## config.mk

```make
export PLATFORM = sky130hd
export DESIGN_NAME = pingpong_ep_arb
export DESIGN_NICKNAME = d
export VERILOG_FILES = /design/src/rtl/ppa_pkg.sv /design/src/rtl/ppa_flags.sv /design/src/rtl/ppa_bufsel.sv /design/src/rtl/ppa_xact.sv /design/src/rtl/pingpong_ep_arb.sv
export SDC_FILE = /design/constraint.sdc
export NUM_CORES = 1
export LEC_CHECK = 0
export BUFFER_PORTS_ARGS = -buffer_cell sky130_fd_sc_hd__buf_2
export CORE_ASPECT_RATIO = 1.5
export CORE_MARGIN = 2
export CORE_UTILIZATION = 42
export CTS_BUF_LIST = sky130_fd_sc_hd__clkbuf_8
export CTS_CLUSTER_DIAMETER = 60
export DETAILED_ROUTE_END_ITERATION = 10
export GPL_TIMING_DRIVEN = 0
export MAX_ROUTING_LAYER = met4
export PLACE_DENSITY = 0.84
export SLEW_MARGIN = 15
export SYNTH_ARGS = -nofsm -noshare
export SYNTH_HDL_FRONTEND = slang
export SYNTH_SLANG_ARGS = --single-unit
```

## constraint.sdc

```tcl
create_clock -name clk -period 1.7 [get_ports clk]
set_input_delay 0.34 -clock clk [delete_from_list [all_inputs] [get_ports clk]]
set_output_delay 0.34 -clock clk [all_outputs]
set_load 0.03 [all_outputs]
```

## src/rtl/ppa_pkg.sv

```systemverilog
package ppa_pkg;
  // Entry order inside one endpoint's descriptor block; neighbours decode it.
  typedef enum logic [1:0] {
    ENT_TX_ADDR = 2'd0,
    ENT_TX_CNT  = 2'd1,
    ENT_RX_ADDR = 2'd2,
    ENT_RX_CNT  = 2'd3
  } ent_e;

  localparam int ENT_BYTES = 2;
  localparam int EP_STRIDE = 4 * ENT_BYTES;

  function automatic int ent_off(input int ep, input ent_e e);
    return ep * EP_STRIDE + int'(e) * ENT_BYTES;
  endfunction
endpackage

```

## src/rtl/ppa_flags.sv

```systemverilog
module ppa_flags (
  input  logic clk,
  input  logic rst,
  input  logic cpu_flip,
  input  logic adv,
  output logic hw_flag,
  output logic sw_flag,
  output logic free
);
  always_ff @(posedge clk) begin
    if (rst) begin
      hw_flag <= 1'b0;
      sw_flag <= 1'b0;
    end else begin
      if (adv)      hw_flag <= ~hw_flag;
      if (cpu_flip) sw_flag <= ~sw_flag;
    end
  end

  // Equal flags: engine's next buffer still held by the CPU.
  assign free = hw_flag ^ sw_flag;
endmodule

```

## src/rtl/ppa_bufsel.sv

```systemverilog
module ppa_bufsel #(
  parameter int AW = 16,
  parameter int LW = 10
) (
  input  logic          dbl_mode,
  input  logic          ep_is_in,
  input  logic          is_in,
  input  logic          hw_flag,
  input  logic [AW-1:0] tx_addr_ent,
  input  logic [AW-1:0] tx_cnt_ent,
  input  logic [AW-1:0] rx_addr_ent,
  input  logic [AW-1:0] rx_cnt_ent,
  output logic          sel_rx,
  output logic          dir_ok,
  output logic [AW-1:0] sel_addr,
  output logic [LW-1:0] sel_len
);
  always_comb begin
    sel_rx   = dbl_mode ? hw_flag : ~is_in;
    dir_ok   = !dbl_mode || (is_in == ep_is_in);
    sel_addr = sel_rx ? rx_addr_ent : tx_addr_ent;
    sel_len  = sel_rx ? rx_cnt_ent[LW-1:0] : tx_cnt_ent[LW-1:0];
  end
endmodule

```

## src/rtl/ppa_xact.sv

```systemverilog
module ppa_xact
  import ppa_pkg::*;
#(
  parameter int AW     = 16,
  parameter int LW     = 10,
  parameter int OW     = 8,
  parameter int EP_IDX = 2
) (
  input  logic          clk,
  input  logic          rst,
  input  logic          start,
  input  logic          is_in,
  input  logic          done,
  input  logic [LW-1:0] rx_cnt,
  input  logic          dir_ok,
  input  logic          free,
  input  logic          sel_rx,
  input  logic [AW-1:0] sel_addr,
  input  logic [LW-1:0] sel_len,
  output logic          adv,
  output logic          xfer_open,
  output logic          hs_valid,
  output logic          hs_ack,
  output logic [AW-1:0] buf_addr,
  output logic [LW-1:0] buf_len,
  output logic [OW-1:0] desc_off,
  output logic          cnt_wr_en,
  output logic [OW-1:0] cnt_wr_off,
  output logic [AW-1:0] cnt_wr_data
);
  localparam logic [OW-1:0] OFF_TXA = OW'(ent_off(EP_IDX, ENT_TX_ADDR));
  localparam logic [OW-1:0] OFF_TXC = OW'(ent_off(EP_IDX, ENT_TX_CNT));
  localparam logic [OW-1:0] OFF_RXA = OW'(ent_off(EP_IDX, ENT_RX_ADDR));
  localparam logic [OW-1:0] OFF_RXC = OW'(ent_off(EP_IDX, ENT_RX_CNT));

  logic accept;
  logic cur_rx;
  logic cur_in;

  assign accept = start && free && dir_ok && !xfer_open;
  assign adv    = done && xfer_open;

  always_ff @(posedge clk) begin
    if (rst) begin
      xfer_open   <= 1'b0;
      cur_rx      <= 1'b0;
      cur_in      <= 1'b0;
      hs_valid    <= 1'b0;
      hs_ack      <= 1'b0;
      buf_addr    <= '0;
      buf_len     <= '0;
      desc_off    <= '0;
      cnt_wr_en   <= 1'b0;
      cnt_wr_off  <= '0;
      cnt_wr_data <= '0;
    end else begin
      hs_valid  <= start;
      hs_ack    <= accept;
      cnt_wr_en <= adv && !cur_in;
      if (accept) begin
        xfer_open <= 1'b1;
        cur_rx    <= sel_rx;
        cur_in    <= is_in;
        buf_addr  <= sel_addr;
        buf_len   <= sel_len;
        desc_off  <= sel_rx ? OFF_RXA : OFF_TXA;
      end else if (adv) begin
        xfer_open <= 1'b0;
      end
      if (adv) begin
        cnt_wr_off  <= cur_rx ? OFF_RXC : OFF_TXC;
        cnt_wr_data <= {{(AW-LW){1'b0}}, rx_cnt};
      end
    end
  end
endmodule

```

## src/rtl/pingpong_ep_arb.sv

```systemverilog
module pingpong_ep_arb #(
  parameter int AW     = 16,
  parameter int LW     = 10,
  parameter int OW     = 8,
  parameter int EP_IDX = 2
) (
  input  logic          clk,
  input  logic          rst,
  input  logic          dbl_mode,
  input  logic          ep_is_in,
  input  logic [AW-1:0] tx_addr_ent,
  input  logic [AW-1:0] tx_cnt_ent,
  input  logic [AW-1:0] rx_addr_ent,
  input  logic [AW-1:0] rx_cnt_ent,
  input  logic          xact_start,
  input  logic          xact_is_in,
  input  logic          xact_done,
  input  logic [LW-1:0] xact_rx_cnt,
  input  logic          cpu_flip,
  output logic          hs_valid,
  output logic          hs_ack,
  output logic [AW-1:0] buf_addr,
  output logic [LW-1:0] buf_len,
  output logic [OW-1:0] desc_off,
  output logic          cnt_wr_en,
  output logic [OW-1:0] cnt_wr_off,
  output logic [AW-1:0] cnt_wr_data,
  output logic          hw_flag,
  output logic          sw_flag
);
  logic          adv;
  logic          free;
  logic          xfer_open;
  logic          sel_rx;
  logic          dir_ok;
  logic [AW-1:0] sel_addr;
  logic [LW-1:0] sel_len;

  ppa_flags u_flags (
    .clk      (clk),
    .rst      (rst),
    .cpu_flip (cpu_flip),
    .adv      (adv),
    .hw_flag  (hw_flag),
    .sw_flag  (sw_flag),
    .free     (free)
  );

  ppa_bufsel #(.AW(AW), .LW(LW)) u_sel (
    .dbl_mode    (dbl_mode),
    .ep_is_in    (ep_is_in),
    .is_in       (xact_is_in),
    .hw_flag     (hw_flag),
    .tx_addr_ent (tx_addr_ent),
    .tx_cnt_ent  (tx_cnt_ent),
    .rx_addr_ent (rx_addr_ent),
    .rx_cnt_ent  (rx_cnt_ent),
    .sel_rx      (sel_rx),
    .dir_ok      (dir_ok),
    .sel_addr    (sel_addr),
    .sel_len     (sel_len)
  );

  ppa_xact #(.AW(AW), .LW(LW), .OW(OW), .EP_IDX(EP_IDX)) u_xact (
    .clk         (clk),
    .rst         (rst),
    .start       (xact_start),
    .is_in       (xact_is_in),
    .done        (xact_done),
    .rx_cnt      (xact_rx_cnt),
    .dir_ok      (dir_ok),
    .free        (free),
    .sel_rx      (sel_rx),
    .sel_addr    (sel_addr),
    .sel_len     (sel_len),
    .adv         (adv),
    .xfer_open   (xfer_open),
    .hs_valid    (hs_valid),
    .hs_ack      (hs_ack),
    .buf_addr    (buf_addr),
    .buf_len     (buf_len),
    .desc_off    (desc_off),
    .cnt_wr_en   (cnt_wr_en),
    .cnt_wr_off  (cnt_wr_off),
    .cnt_wr_data (cnt_wr_data)
  );
endmodule

```

==> results of run 1 <==
-- per-layer routing --
layer,GRT usage,vias to the layer above,wire (um)
met4,0.0573,0,63
li1,-,982,-
met5,-,-,0
met3,0.0434,7,331
met2,0.356,78,2610
met1,0.178,864,1880
-- sequential cells by signal (all words and copies together), names as in the netlist --
register and cells:
u_xact.cur_in 1, u_xact.buf_len 10, u_xact.buf_addr 16, u_xact.cnt_wr_off 2, u_xact.hs_ack 1, u_xact.cnt_wr_en 1
u_flags.hw_flag 1, u_xact.desc_off 2, u_flags.sw_flag 1, u_xact.cnt_wr_data 10, u_xact.xfer_open 1, u_xact.hs_valid 1
-- cell usage in the layout, fill, tap and decap left out, types with 2 or more instances in the layout --
cell type  Yosys  routed
buf_6          1       2
nor2_1        36      36
conb_1         1      17
nand2_1       23      23
clkbuf_8       0       5
a211oi_1      25      25
clkbuf_4       0       3
dfxtp_2        0       2
bufinv_16      0       2
clkbuf_1       6       6
inv_1          4       4
buf_2          6     117
a21oi_1       12      12
dfxtp_1       47      45
xnor2_1        3       3
buf_4         21      20
mux2i_1       28      28
-- worst paths after layout --
path,cells after the start,slack (ns),end,from
worst max-delay path,5,0.18,u_xact.buf_addr[3],u_flags.hw_flag
worst min-delay path,3,0.27,u_xact.cnt_wr_data[4],xact_rx_cnt[4]
worst max register to register,5,0.18,u_xact.buf_addr[3],u_flags.hw_flag
worst min register to register,1,0.45,u_xact.cnt_wr_en,u_xact.cur_in
-- report_power, final --
| group | total (mW) | internal, mW | switching, mW |
|---|---|---|---|
| registers | 1.20 | 1.17 | 0.0326 |
| clock network | 0.956 | 0.586 | 0.370 |
| logic | 0.608 | 0.237 | 0.371 |
| total | 2.76 | 1.99 | 0.774 |
-- cells by family (layout without fill, tap and decap cells) --
family                 after synthesis  in the layout  synth area share
other                                1             17           0.00184
multiplexers                        29             29             0.143
AND/OR/NAND/NOR                     62             62             0.117
AO/OA/AOI/OAI                       39             39             0.141
buffers and inverters               39            161             0.118
flip-flops                          47             47             0.462
XOR/XNOR                             4              4            0.0172
-- stage by stage --
stage / total power, mW / instance area (um^2) / util / worst slack [ns]
global placement: 1.82 / 2750 / 0.577 / -0.126
CTS: 2.79 / 2890 / 0.606 / 0.0300
floorplan: 1.64 / 2100 / - / 0.116
global route: 2.90 / 2900 / 0.608 / 0.0617
finish: 2.76 / 2900 / 0.608 / 0.183
detailed placement: 1.83 / 2750 / 0.577 / -0.123
-- worst reg2reg max path, delay by kind of cell (launching register included) --
kind / cells / cell delay [ns]
AO/OA/AOI/OAI: 1 / 0.09
multiplexers: 2 / 0.40
buffers and inverters: 2 / 0.55
flip-flops: 1 / 0.35
-- cell type report --
type | count | share of cell area
Buffer | 35 | 0.0815
Clock inverter | 3 | 0.0233
Timing Repair Buffer | 114 | 0.197
Clock buffer | 5 | 0.0237
Tap cell | 66 | 0.0285
Sequential cell | 47 | 0.325
Inverter | 4 | 0.00517
Multi-Input combinational cell | 151 | 0.316
-- repair_timing --
action | CTS | global route
hold buffers | 0 | 0
hold endpoints to repair | 0 | 0
setup endpoints to repair | 0 | 20
gates resized for setup | 0 | 4
==> summary.md, run 1 <==
| Metric | Value |
|---|---|
| Final GP Congestion | `0.713` |
| Crit path max fanout | `10` |
| Routed WL per cell | `11.5 um` |
| First-pass GRT wire length | `7450 um` |
| Final period utilization | `0.892` |
| Ys Warns | `0` |
| Remaining DRCs | `0` |
| Synth area leaders | `dfxtp_1, mux2i_1, a211oi_1` |
| Top-count cell post-synth | `dfxtp_1` |
| Placed Instances | `417` |
| Total negative slack | `0 ns` |
| Worst path max stage delay | `0.35 ns` |
| Slew Limit Fails | `0` |
| Starting DRT DRC Count | `49` |
| Postcts setup bufs | `0` |
| Chip Width | `60.9 um` |
| Cell Area, Synth | `2040 um^2` |
| Outcome | `complete, no violations` |
| Vias in the first global route | `1,758` |
| Clock sink count | `47` |
| DIE HEIGHT | `89.3 um` |
| # fillers | `453` |
| DR pass1 iterations | `4` |
| Final min period | `1.52 ns` |
| Clk slew on worst S/H paths | `0.09 ns` |
| Final hold vios | `0` |
| Slowest CP cell | `dfxtp_2` |
| Final setup violation count | `0` |
| I/O Pins | `145` |
| Async SR Flop Fraction | `0` |
| Post-synth EDFFs | `0` |
| Most used cell along the critical path | `mux2i_1` |
| Max-capacitance violation count | `0` |
| FF+latch area | `943 um^2` |
| CP Class | `flip-flop to flip-flop` |
| Antenna violations before repair | `0` |
| Die Area | `5440 um^2` |
| Total core area | `4770 um^2` |
| Mapped Avg Cell Area | `9.22 um^2` |
| Initial Util | `0.427` |
| Fin cells | `425` |
| Clock buffer depth | `2` |
| Crit-path leading delay family | `buffers and inverters` |
| Via Count | `1,931` |
| Setup crit end kind | `flip-flop` |
| Max Freq | `0.659 GHz` |
| Startpoint Class | `flip-flop` |
| Cell type with the largest total area after synthesis | `dfxtp_1` |
| IO buf count | `114` |
| GR Util All Layers | `0.186` |
| Multi-input gate area | `917 um^2` |
| Layout Skew | `0.00557 ns` |
| Root Driver | `clkbuf_8` |
| GRT overflow | `0` |
| Class of the worst hold path | `primary input to flip-flop` |
| Layout Nets | `440` |
| Share of the synthesized area in the top cell type | `0.462` |
| Post-route ant nets | `0` |
| Post-Syn Instances | `221` |
| Drt via density | `4.54` |
| Commonest register cell after synthesis | `dfxtp_1` |
| P&R area growth vs syn | `42.4%` |
| Seq/Total Area, Yosys | `0.462` |
| Most frequent cells after synthesis | `dfxtp_1, nor2_1, mux2i_1` |
| Pwr/cell area | `952 nW/um^2` |
| Min Hold Slack | `0.271 ns` |
| CTS tree | `yes` |
| Placed wire-length estimate | `3910 um` |
| Worst path bufs/invs | `2` |
| Pin count of the biggest net entering global routing | `16` |
| H-Tree Depth | `2` |
| CTS buffer count | `5` |
| Leakage | `1.51 nW` |
| RSZ-0062 raised after global routing | `false` |
| Rows | `31` |
| WL final | `4880 um` |
| Max rail drop VDD | `0.443 mV` |
| Critical Path AT | `1.68 ns` |
| Critical-path cell list | `mux2i_1 > buf_4 > buf_2 > mux2i_1 > a211oi_2` |
| CP Data Required Time | `1.87 ns` |
| Post-synthesis register bit count | `47` |
| Antenna diodes | `0` |
| Share of cells above drive strength 1 | `0.432` |
| Worst-skew pair later-pin latency | `0.29 ns` |
| Cell variety after synth | `21` |
Note: power is estimated with default switching activity, not from simulation.
==> inputs of run 2 (changes only) <==
PLACE_DENSITY = not set   (was 0.84)
PLACE_DENSITY_LB_ADDON = 0.12   (was not set)
==> run 2 against run 1 <==
Clock skew shrank 0.0016 ns. Largest cell class unchanged. Non-clock buffer count stayed put. Hold slack gained 0.0050 ns. Flip-flop and latch count unchanged.
==> summary.md, run 2 (synthesized netlist as in run 1, its figures left out) <==
| Metric | Value |
|---|---|
| RSZ-0062 raised after global routing | `false` |
| CP Class | `flip-flop to flip-flop` |
| Pwr/cell area | `915 nW/um^2 (-3.9%)` |
| Clock sink count | `47 (unchanged)` |
| Worst R2R Setup Slack | `0.09 ns (-0.10 ns)` |
| Top Registers | `u_xact.buf_addr: 16 flops, u_xact.buf_len: 10 flops, u_xact.cnt_wr_data: 10 flops` |
| Vias in the first global route | `1,602 (-8.9%)` |
| Initial Util | `0.427 (unchanged)` |
| Layout Nets | `440 (unchanged)` |
| Clk slew on worst S/H paths | `0.08 ns (about the same)` |
| DR pass1 iterations | `4 (unchanged)` |
| Post-route ant nets | `0 (unchanged)` |
| Setup crit end kind | `flip-flop` |
| Max Freq | `0.620 GHz (-5.9%)` |
| Antenna violations before repair | `0 (unchanged)` |
| Die Area | `5440 um^2 (unchanged)` |
| Root Driver | `clkbuf_8` |
| Layout Skew | `0.00393 ns (-0.00164 ns)` |
| Final setup violation count | `0 (unchanged)` |
| Max rail drop VDD | `0.527 mV (+19%)` |
| WL final | `4600 um (-5.8%)` |
| Crit path max fanout | `10 (unchanged)` |
| Total power draw | `2.63 mW (-4.7%)` |
| CP Launch Point | `u_flags.hw_flag` |
| Critical Path AT | `1.85 ns (+0.17 ns)` |
| Final GP Congestion | `0.724 (+1.6%)` |
| Top reg by flops | `u_xact.buf_addr` |
| Share of cells above drive strength 1 | `0.432 (unchanged)` |
| CTS buffer count | `5 (unchanged)` |
| Placed Instances | `417 (unchanged)` |
| Final period utilization | `0.949 (+0.0564)` |
| Placed wire-length estimate | `3650 um (-6.6%)` |
| Remaining DRCs | `0 (unchanged)` |
| Commonest non-fill, non-tap cell in the layout | `buf_2` |
| Outcome | `complete, no violations` |
| Most frequent cells in the layout | `buf_2, dfxtp_1, nor2_1, mux2i_1, a211oi_1` |
| Final min period | `1.61 ns (+0.0959 ns)` |
| Leakage | `1.50 nW (-0.25%)` |
| H-Tree Depth | `2 (unchanged)` |
| Final hold vios | `0 (unchanged)` |
| CTS tree | `yes` |
| GRT overflow | `0 (unchanged)` |
| Pin count of the biggest net entering global routing | `15 (-1)` |
| Fin cells | `425 (unchanged)` |
| DIE HEIGHT | `89.3 um (unchanged)` |
| Rows | `31 (unchanged)` |
| Worst-skew pair later-pin latency | `0.29 ns (about the same)` |
| Chip Width | `60.9 um (unchanged)` |
| GR Util All Layers | `0.175 (-0.0114)` |
| Routed WL per cell | `10.8 um (-5.8%)` |
| Total core area | `4770 um^2 (unchanged)` |
| Hold path start | `xact_rx_cnt[1]` |
| I/O Pins | `145 (unchanged)` |
| IO buf count | `114 (unchanged)` |
| Antenna diodes | `0 (unchanged)` |
| R2r startpoint | `u_flags.hw_flag` |
| Slew Limit Fails | `0 (unchanged)` |
| Drt via density | `4.37 (-3.8%)` |
| P&R area growth vs syn | `41.1%` |
| Clock buffer depth | `2 (unchanged)` |
| Startpoint Class | `flip-flop` |
| CP Data Required Time | `1.94 ns (+0.07 ns)` |
| Hold buffers post-CTS | `0 (unchanged)` |
| Max-capacitance violation count | `0 (unchanged)` |
| Class of the worst hold path | `primary input to flip-flop` |
| First-pass GRT wire length | `6980 um (-6.3%)` |
| Via Count | `1,858 (-3.8%)` |
| Starting DRT DRC Count | `21 (-57%)` |
| Max reg flops | `16 (unchanged)` |
[run 2: critical path, stage by stage, from the launching register on]
cell	delay, ns
dfxtp_2	0.35
xnor2_1	0.16
a2111oi_4	0.37
buf_4	0.25
mux2_2	0.34
nor2_1	0.07
[run 2: area by class of cell]
class                   instances  area (um^2)
plain buffers                  35          230
clock buffers                   6         82.6
clock inverters                 2         35.0
fillers                       494         1890
inverters                       4         15.0
multi-input cells             151          917
flip-flops and latches         47          943
well taps                      66         82.6
repair buffers                114          571
[run 2: per-layer routing]
metal  track usage  part of all wire  vias up
li1              -                 -      985
met1         0.172              0.40      789
met2         0.316              0.52       78
met3        0.0507             0.068        6
met4        0.0652             0.015        0
met5             -                 0        -
[run 2: path summary, 6_finish.rpt]
check / depth (start not counted) / endpoint
min: 3 / u_xact.cnt_wr_data[1]
min reg2reg: 2 / u_xact.cnt_wr_data[7]
max: 5 / u_xact.desc_off[2]
max reg2reg: 5 / u_xact.desc_off[2]
[run 2: stage by stage]
stage / worst slack [ns] / utilization / hold slack (ns) / cell area, um^2 / setup TNS [ns]
2_1_floorplan: 0.116 / - / 0.401 / 2100 / 0
3_3_place_gp: -0.104 / 0.577 / 0.417 / 2750 / -1.74
3_5_place_dp: -0.100 / 0.577 / 0.415 / 2750 / -1.78
4_1_cts: 0.0580 / 0.602 / 0.264 / 2870 / 0
5_1_grt: 0.0132 / 0.603 / 0.264 / 2880 / 0
6_report: 0.0875 / 0.603 / 0.276 / 2880 / 0
[run 2: power breakdown]
part	switching [mW]	total [mW]	leakage (nW)	internal (mW)
clock network	0.356	0.832	0.0612	0.476
registers	0.0320	1.20	0.383	1.17
logic	0.368	0.603	1.06	0.236
[run 2: what timing repair did]
item | 4_1_cts | 5_1_grt
gates resized for setup | 0 | 2
setup endpoints to repair | 0 | 10
buffers inserted | 0 | 0
==> inputs of run 3 (changes only) <==
SETUP_SLACK_MARGIN = 0.4   (was not set)
==> run 3 against run 2 <==
First-iteration DRC count rose by 100%. Cell area rose by 8.7%. Wire length rose by 6.9%. Critical path type unchanged.
==> summary.md, run 3 (synthesized netlist as in run 1, its figures left out) <==
| Metric | Value |
|---|---|
| Clock power frac | `0.291 (-0.025)` |
| Pin count of the biggest net entering global routing | `15 (unchanged)` |
| Routed WL per cell | `11.3 um (+4.4%)` |
| Root Driver | `clkbuf_8` |
| Startpoint Class | `flip-flop` |
| Class of the worst hold path | `primary input to flip-flop` |
| CTS buffer count | `5 (unchanged)` |
| RSZ-0062 raised after global routing | `true` |
| Hold path start | `xact_rx_cnt[8]` |
| Combinational Power Share | `0.261 (+0.032)` |
| IO buf count | `114 (unchanged)` |
| Initial Util | `0.427 (unchanged)` |
| Final period utilization | `0.842 (-0.106)` |
| Worst-Margin Slew | `0.537 ns` |
| Via Count | `1,941 (+4.5%)` |
| Die Area | `5440 um^2 (unchanged)` |
| Worst-skew pair later-pin latency | `0.29 ns (about the same)` |
| H-Tree Depth | `2 (unchanged)` |
| Layout Skew | `0.00335 ns (-0.000585 ns)` |
| First-pass GRT wire length | `7310 um (+4.8%)` |
| I/O Pins | `145 (unchanged)` |
| Register share of total power | `0.447 (-0.008)` |
| CP Class | `flip-flop to flip-flop` |
| Switching share of power | `0.291 (+0.00420)` |
| Final Util | `0.655 (+0.0525)` |
| WL final | `4920 um (+6.9%)` |
| Commonest non-fill, non-tap cell in the layout | `buf_2` |
| Max Freq | `0.698 GHz (+13%)` |
| Hold path cells | `3 (unchanged)` |
| CP Launch Point | `u_flags.sw_flag` |
| CP Data Required Time | `1.93 ns (about the same)` |
| Clock buffer depth | `2 (unchanged)` |
| Placed wire-length estimate | `3680 um (+0.74%)` |
| Power Internal | `1.90 mW (+1.0%)` |
| DR pass1 iterations | `4 (unchanged)` |
| Switch Pwr | `0.779 mW (+3.1%)` |
| Remaining DRCs | `0 (unchanged)` |
| Layout Nets | `450 (+2.3%)` |
| Slew Limit Fails | `0 (unchanged)` |
| Max-capacitance violation count | `0 (unchanged)` |
| Critical Path AT | `1.66 ns (-0.19 ns)` |
| Top reg by flops | `u_xact.buf_addr` |
| DIE HEIGHT | `89.3 um (unchanged)` |
| Chip Width | `60.9 um (unchanged)` |
| Fin cells | `435 (+2.4%)` |
| Max reg flops | `16 (unchanged)` |
| R2r startpoint | `u_flags.sw_flag` |
| Total core area | `4770 um^2 (unchanged)` |
| Post-route ant nets | `0 (unchanged)` |
| P&R area growth vs syn | `53.4%` |
| Leakage | `1.61 nW (+7.4%)` |
| Final hold vios | `0 (unchanged)` |
| Antenna violations before repair | `0 (unchanged)` |
| DP Area | `2770 um^2 (+0.59%)` |
| Starting DRT DRC Count | `43 (+100%)` |
| Rows | `31 (unchanged)` |
| GRT overflow | `0 (unchanged)` |
| GR Util All Layers | `0.184 (+0.00944)` |
| Design area | `3130 um^2 (+8.7%)` |
| Final setup violation count | `0 (unchanged)` |
| Vias in the first global route | `1,719 (+7.3%)` |
| Most frequent cells in the layout | `buf_2, dfxtp_1, nor2_1, mux2i_1, buf_4` |
| Max rail drop VDD | `0.586 mV (+11%)` |
| Setup crit end kind | `flip-flop` |
| Clk slew on worst S/H paths | `0.08 ns (about the same)` |
| Worst slew margin | `0.642` |
| Final min period | `1.43 ns (-0.180 ns)` |
| Pwr/cell area | `856 nW/um^2 (-6.5%)` |
| Top Registers | `u_xact.buf_addr: 16 flops, u_xact.buf_len: 10 flops, u_xact.cnt_wr_data: 10 flops` |
| Final GP Congestion | `0.731 (+0.95%)` |
| Crit path max fanout | `8 (-2)` |
| Antenna diodes | `0 (unchanged)` |
| R2r worst-path depth | `5 (unchanged)` |
| Clock sink count | `47 (unchanged)` |
| Drt via density | `4.46 (+2.1%)` |
| Share of cells above drive strength 1 | `0.469 (+0.0371)` |
| Placed Instances | `417 (unchanged)` |
| CTS tree | `yes` |
| Hold buffers post-CTS | `0 (unchanged)` |
| Outcome | `complete, no violations` |
==> run 3: layout make-up <==
type	count	area (um^2)
plain buffers	35	275
clock buffers	5	68.8
clock inverters	3	37.5
fillers	452	1640
inverters	4	15.0
multi-input cells	151	963
flip-flops and latches	47	948
well taps	66	82.6
repair buffers	124	736
==> run 3: power by group through the flow <==
stage	Clock (mW)	Combinational, mW	Sequential, mW
floorplan	0	0.299	1.35
global placement	0	0.604	1.22
detailed placement	0	0.610	1.22
CTS	0.803	0.672	1.20
global route	0.828	0.755	1.21
finish	0.779	0.700	1.20
==> run 3: stage by stage <==
step	setup TNS (ns)	power, mW	setup WS [ns]	hold slack, ns
final	0	2.68	0.268	0.277
after global routing	0	2.79	0.199	0.288
after CTS	0	2.67	0.280	0.262
after detailed placement	-0.612	1.83	-0.0608	0.434
after global placement	-0.524	1.83	-0.0362	0.433
after floorplan	0	1.65	0.194	0.401
==> run 3: per-layer routing <==
layer  global-route usage  share of wire
met3               0.0492          0.069
met2                0.338           0.53
met4               0.0593          0.013
met1                0.184           0.39
met5                    -              0
==> run 3: timing repair <==
action / in CTS / in global routing
setup buffers: 7 / 1
resized for setup: 16 / 23
pin swaps: 6 / 5
endpoints found under the setup margin: 41 / 44
gates cloned: 2 / 0
==> run 3: final timing paths <==
kind | endpoint | slack [ns]
max | u_xact.desc_off[2] | 0.27
min reg2reg | u_xact.cnt_wr_en | 0.45
min | u_xact.cnt_wr_data[8] | 0.28
max reg2reg | u_xact.desc_off[2] | 0.27
==> run 3: worst max-delay path, cell delays in order (launching register included) <==
cell,delay [ns]
dfxtp_4,0.36
xnor2_2,0.14
a2111oi_4,0.23
buf_6,0.23
mux2_4,0.32
nor2_2,0.09
